### config.mk
export PLATFORM = sky130hd
export DESIGN_NAME = dma_irq_status
export DESIGN_NICKNAME = d
export VERILOG_FILES = /design/src/rtl/dma_irq_status_pkg.sv /design/src/rtl/dma_irq_flag_bank.sv /design/src/rtl/dma_irq_mask_bank.sv /design/src/rtl/dma_irq_req_gen.sv /design/src/rtl/dma_irq_status.sv
export SDC_FILE = /design/constraint.sdc
export NUM_CORES = 1
export LEC_CHECK = 0
export CAP_MARGIN = 20
export CORE_ASPECT_RATIO = 0.75
export CORE_MARGIN = 4
export CORE_UTILIZATION = 38
export CTS_CLUSTER_SIZE = 20
export DETAILED_ROUTE_END_ITERATION = 8
export PLACE_DENSITY_LB_ADDON = 0.12
export SLEW_MARGIN = 40
export SYNTH_ARGS = -nofsm -noshare
export SYNTH_HDL_FRONTEND = slang
export SYNTH_HIERARCHICAL = 1
export SYNTH_SLANG_ARGS = --single-unit
### constraint.sdc
create_clock -name clk -period 1.65 [get_ports clk]
set_input_delay 0.33 -clock clk [delete_from_list [all_inputs] [get_ports clk]]
set_output_delay 0.33 -clock clk [all_outputs]
set_load 0.05 [all_outputs]
### src/rtl/dma_irq_status_pkg.sv
package dma_irq_status_pkg;

    localparam int HALF_W    = 16;
    localparam int NUM_CH    = 10;
    localparam int BERR_POS  = 15;
    localparam int ADDR_W    = 12;
    localparam logic [ADDR_W-1:0] REG_ADDR  = 12'h010;
    localparam logic [ADDR_W-1:0] ALIAS_OFS = 12'h100;

    typedef logic [HALF_W-1:0] half_t;

    typedef struct packed {
        logic  hit;
        half_t clr;
        half_t tog;
    } wr_cmd_t;

    // Flag positions that physically exist: channel bits plus bus-error bit.
    function automatic half_t impl_mask(input int nch, input int berr);
        half_t m;
        m = '0;
        for (int i = 0; i < HALF_W; i++) begin
            if (i < nch || i == berr) m[i] = 1'b1;
        end
        return m;
    endfunction

endpackage

### src/rtl/dma_irq_flag_bank.sv
module dma_irq_flag_bank
    import dma_irq_status_pkg::*;
#(
    parameter half_t IMPL = '1
) (
    input  logic  clk,
    input  logic  rst,
    input  half_t set_i,
    input  half_t clr_i,
    output half_t flags_o
);

    for (genvar i = 0; i < HALF_W; i++) begin : g_bit
        if (IMPL[i]) begin : g_impl
            logic q;
            always_ff @(posedge clk) begin
                if (rst)             q <= 1'b0;
                else if (set_i[i])   q <= 1'b1;
                else if (clr_i[i])   q <= 1'b0;
            end
            assign flags_o[i] = q;


            set_wins_chk: assert property (@(posedge clk) disable iff (rst)
                set_i[i] |=> flags_o[i]);

            clr_takes_chk: assert property (@(posedge clk) disable iff (rst)
                (clr_i[i] && !set_i[i]) |=> !flags_o[i]);

            flag_hold_chk: assert property (@(posedge clk) disable iff (rst)
                (!clr_i[i] && !set_i[i]) |=> $stable(flags_o[i]));
        end else begin : g_none
            assign flags_o[i] = 1'b0;
        end
    end

endmodule

### src/rtl/dma_irq_mask_bank.sv
module dma_irq_mask_bank
    import dma_irq_status_pkg::*;
(
    input  logic  clk,
    input  logic  rst,
    input  half_t tog_i,
    output half_t mask_o
);

    half_t mask_q;

    always_ff @(posedge clk) begin
        if (rst) mask_q <= '0;
        else     mask_q <= mask_q ^ tog_i;
    end

    assign mask_o = mask_q;

    for (genvar i = 0; i < HALF_W; i++) begin : g_chk

        mask_flip_chk: assert property (@(posedge clk) disable iff (rst)
            tog_i[i] |=> (mask_o[i] != $past(mask_o[i])));

        mask_keep_chk: assert property (@(posedge clk) disable iff (rst)
            !tog_i[i] |=> $stable(mask_o[i]));
    end

endmodule

### src/rtl/dma_irq_req_gen.sv
module dma_irq_req_gen
    import dma_irq_status_pkg::*;
#(
    parameter int NCH = NUM_CH
) (
    input  logic  clk,
    input  logic  rst,
    input  half_t flags_i,
    input  half_t mask_i,
    output logic  irq_o
);

    logic pend;
    assign pend = |(flags_i[NCH-1:0] & mask_i[NCH-1:0]);

    always_ff @(posedge clk) begin
        if (rst) irq_o <= 1'b0;
        else     irq_o <= pend;
    end

endmodule

### src/rtl/dma_irq_status.sv
module dma_irq_status
    import dma_irq_status_pkg::*;
#(
    parameter int                NCH   = NUM_CH,
    parameter int                AW    = ADDR_W,
    parameter logic [AW-1:0]     BASE  = REG_ADDR,
    parameter logic [AW-1:0]     ALIAS = ALIAS_OFS
) (
    input  logic              clk,
    input  logic              rst,
    input  logic              wr_en,
    input  logic [AW-1:0]     wr_addr,
    input  logic [31:0]       wr_data,
    input  logic [NCH-1:0]    ch_done,
    input  logic              bus_err,
    output logic [31:0]       rd_data,
    output logic              irq
);

    localparam half_t          IMPL       = impl_mask(NCH, BERR_POS);
    localparam logic [AW-1:0]  ALIAS_ADDR = BASE + ALIAS;

    wr_cmd_t cmd;
    half_t   set_vec;
    half_t   flags;
    half_t   mask;

    always_comb begin
        cmd.hit = wr_en && ((wr_addr == BASE) || (wr_addr == ALIAS_ADDR));
        cmd.clr = cmd.hit ? wr_data[HALF_W-1:0]      : '0;
        cmd.tog = cmd.hit ? wr_data[2*HALF_W-1:HALF_W] : '0;
    end

    for (genvar i = 0; i < HALF_W; i++) begin : g_set
        if (i < NCH) begin : g_ch
            assign set_vec[i] = ch_done[i];
        end else if (i == BERR_POS) begin : g_be
            assign set_vec[i] = bus_err;
        end else begin : g_zero
            assign set_vec[i] = 1'b0;
        end
    end

    dma_irq_flag_bank #(.IMPL(IMPL)) u_flags (
        .clk     (clk),
        .rst     (rst),
        .set_i   (set_vec),
        .clr_i   (cmd.clr),
        .flags_o (flags)
    );

    dma_irq_mask_bank u_mask (
        .clk    (clk),
        .rst    (rst),
        .tog_i  (cmd.tog),
        .mask_o (mask)
    );

    dma_irq_req_gen #(.NCH(NCH)) u_req (
        .clk     (clk),
        .rst     (rst),
        .flags_i (flags),
        .mask_i  (mask),
        .irq_o   (irq)
    );

    assign rd_data = {mask, flags};


    irq_follow_chk: assert property (@(posedge clk) disable iff (rst)
        (|(rd_data[NCH-1:0] & rd_data[HALF_W+NCH-1:HALF_W])) |=> irq);

    irq_quiet_chk: assert property (@(posedge clk) disable iff (rst)
        !(|(rd_data[NCH-1:0] & rd_data[HALF_W+NCH-1:HALF_W])) |=> !irq);

    miss_stable_chk: assert property (@(posedge clk) disable iff (rst)
        (wr_en && wr_addr != BASE && wr_addr != ALIAS_ADDR && ch_done == '0 && !bus_err)
        |=> $stable(rd_data));

    gap_zero_chk: assert property (@(posedge clk) disable iff (rst)
        rd_data[BERR_POS-1:NCH] == '0);

    berr_set_chk: assert property (@(posedge clk) disable iff (rst)
        bus_err |=> rd_data[BERR_POS]);

endmodule

==> flow_summary.html <==
<table>
<tr><th>Metric</th><th>Value</th></tr>
<tr><th colspan="2">STA</th></tr>
<tr><td>Total negative slack</td><td>0 ns</td></tr>
<tr><td>Minimum hold slack</td><td>0.455 ns</td></tr>
<tr><td>Hold violation total from the final report</td><td>0</td></tr>
<tr><td>RSZ-0062 raised after global routing</td><td>yes</td></tr>
<tr><td>Tcrit/Tclk final</td><td>98.2%</td></tr>
<tr><td>Post-route minimum period</td><td>1.62 ns</td></tr>
<tr><td>Number of pins with negative max-slew slack in the final report</td><td>0</td></tr>
<tr><td>Final setup skew</td><td>0.00702 ns</td></tr>
<tr><td>Setup-failing EPs final</td><td>0</td></tr>
<tr><td>Upper clock frequency limit</td><td>0.617 GHz</td></tr>
<tr><th colspan="2">Detailed routing</th></tr>
<tr><td>1st-iter DRT viols</td><td>41</td></tr>
<tr><td>Total via count in the routed design</td><td>1706</td></tr>
<tr><td>Remaining DRCs</td><td>0</td></tr>
<tr><td>Post-detailed-routing wire length</td><td>5.51 mm</td></tr>
<tr><td>Avg Vias per Cell</td><td>5.17</td></tr>
<tr><td>Number of nets with antenna violations after detailed routing</td><td>0</td></tr>
<tr><td>Iteration count of the initial detailed-routing pass</td><td>4</td></tr>
<tr><td>Average detailed-routed wire length per instance</td><td>16.7 um</td></tr>
<tr><th colspan="2">Pwr</th></tr>
<tr><td>Worst supply voltage drop on vdd</td><td>0.000363 V</td></tr>
<tr><td>Total power density per cell area</td><td>550 nW/um^2</td></tr>
<tr><td>Total Power Consumption</td><td>1770 uW</td></tr>
<tr><td>Leakage power figure</td><td>0.00127 uW</td></tr>
<tr><th colspan="2">Placed design</th></tr>
<tr><td>Port bufs</td><td>79</td></tr>
<tr><td>Post-detailed-placement cell area</td><td>2840 um^2</td></tr>
<tr><td>Post-DP HPWL</td><td>3.71 mm</td></tr>
<tr><td>Placer Congestion</td><td>0.741</td></tr>
<tr><th colspan="2">Clock network</th></tr>
<tr><td>Master cell of the clock root buffer</td><td>clkbuf_8</td></tr>
<tr><td>CTS HTree Levels</td><td>1</td></tr>
<tr><td>Clock tree from TritonCTS</td><td>done</td></tr>
<tr><td>Clock insertion delay at the later pin of the skew report</td><td>0.29 ns</td></tr>
<tr><td>Clock buffers created by TritonCTS</td><td>3</td></tr>
<tr><td>Clk slew on worst S/H paths</td><td>0.10 ns</td></tr>
<tr><td>CTS sink count</td><td>28</td></tr>
<tr><td>Maximum clock path buffer count</td><td>2</td></tr>
<tr><th colspan="2">Worst setup path</th></tr>
<tr><td>Crit path DAT</td><td>1.80 ns</td></tr>
<tr><td>Critical Path Start Type</td><td>input port</td></tr>
<tr><td>Critical setup path kind</td><td>input port to flop</td></tr>
<tr><td>Critical path fanouts, max</td><td>6</td></tr>
<tr><td>Critical path data required time</td><td>1.83 ns</td></tr>
<tr><td>Crit end category</td><td>flop</td></tr>
<tr><th colspan="2">Global route</th></tr>
<tr><td>Number of global-route vias before repair</td><td>1684</td></tr>
<tr><td>Global-route usage over all layers</td><td>17.1%</td></tr>
<tr><td>Initial antenna violation count</td><td>0</td></tr>
<tr><td>Maximum number of pins on one net before global-route repair</td><td>29</td></tr>
<tr><td>Final global-route overflow total</td><td>0</td></tr>
<tr><td>Wire length of the first global-routing pass</td><td>8.74 mm</td></tr>
<tr><th colspan="2">Floorplanning</th></tr>
<tr><td>Area of the die</td><td>6360 um^2</td></tr>
<tr><td>Vert. Die Dim</td><td>70.1 um</td></tr>
<tr><td>Area inside the core boundary</td><td>4930 um^2</td></tr>
<tr><td>Std cell rows</td><td>22</td></tr>
<tr><td>Initial core utilization</td><td>39.6%</td></tr>
<tr><td>Top Ports</td><td>91</td></tr>
<tr><td>Width of the die</td><td>90.7 um</td></tr>
<tr><th colspan="2">Finish</th></tr>
<tr><td>Cell area after layout</td><td>3220 um^2</td></tr>
<tr><td>Filler instances</td><td>409</td></tr>
<tr><td>Commonest non-fill, non-tap cell in the layout</td><td>clkdlybuf4s50_1</td></tr>
<tr><td>Ant diodes</td><td>0</td></tr>
<tr><td>Layout Nets</td><td>329</td></tr>
<tr><td>Fraction of final layout cells sized beyond drive strength 1</td><td>44.1%</td></tr>
<tr><td>Area growth syn-to-layout</td><td>64.8%</td></tr>
<tr><td>Post-route core utilization</td><td>65.3%</td></tr>
<tr><td>Top library cells by usage in the layout, fill and taps aside</td><td>clkdlybuf4s50_1 (39), buf_4 (34), dfxtp_1 (28)</td></tr>
<tr><th colspan="2">Logic synthesis</th></tr>
<tr><td>Number of standard cells after synthesis</td><td>195</td></tr>
<tr><td>Syn. warnings</td><td>6</td></tr>
<tr><td>Mapped Area</td><td>1950 um^2</td></tr>
<tr><td>Average instance area after synthesis</td><td>10.0 um^2</td></tr>
<tr><th colspan="2">Hold path</th></tr>
<tr><td>Worst min path class</td><td>input port to flop</td></tr>
<tr><th colspan="2">Job</th></tr>
<tr><td>Maximum capacitance violations</td><td>0</td></tr>
<tr><th colspan="2">Outcome</th></tr>
<tr><td>Result of the run</td><td>finished clean</td></tr>
</table>
cell type report:
cell class	instances	area, um^2	share of cell area [%]
clock inverters	1	30.0	0.934
repair buffers	106	1150	35.8
clock buffers	3	41.3	1.28
flip-flops and latches	28	561	17.4
multi-input cells	121	1320	40.9
well taps	60	75.1	2.33
inverters	11	41.3	1.28
flip-flops by register name, summed over array words and instances, names as in the netlist:
register,count
u_flags/g_bit.g_impl.q,11
u_mask/mask_o,16
u_req/irq_o,1
worst max-delay path, cell delays in order:
cell and delay, ns:
clkdlybuf4s15_1 0.16, or4_4 0.66, buf_8 0.19, nor4_4 0.23
xnor2_1 0.16, nor2_1 0.06
metrics by stage:
step                      setup WS [ns]  instances
after floorplan                0.000395        199
after global placement           -0.470        314
after detailed placement         -0.494        314
after CTS                       0.00390        327
after global routing            -0.0103        330
final                            0.0289        330
final timing paths:
| kind | startpoint | end | slack, ns | cells after the start |
|---|---|---|---|---|
| worst max-delay path | wr_addr[11] | u_mask/mask_o[2] | 0.03 | 6 |
| worst min-delay path | wr_addr[1] | u_mask/mask_o[1] | 0.46 | 4 |
| worst min register to register | u_flags/g_bit[15].g_impl.q | u_flags/g_bit[15].g_impl.q | 0.49 | 2 |
| worst max register to register | u_flags/g_bit[6].g_impl.q | u_req/irq_o | 0.63 | 3 |
layer usage:
metal	up-vias	wire (um)	track usage, %
li1	824	-	-
met1	821	2630	24.0
met2	59	2470	26.3
met3	2	371	4.41
met4	0	35	3.90
met5	-	0	0
power by group:
group / internal (uW) / leakage (uW) / switching, uW / total, uW
clock network: 326 / 0.0000357 / 239 / 564
registers: 695 / 0.000229 / 20.2 / 715
logic: 237 / 0.00101 / 251 / 488
total: 1260 / 0.00127 / 509 / 1770
what timing repair did:
action                     CTS  global route
setup endpoints to repair   27            19
pin swaps                   11            13
gates resized for setup     39            19
gates cloned                 6             0
hold buffers                 0             0
setup buffers                3             3
(Power assumes the default switching activity.)
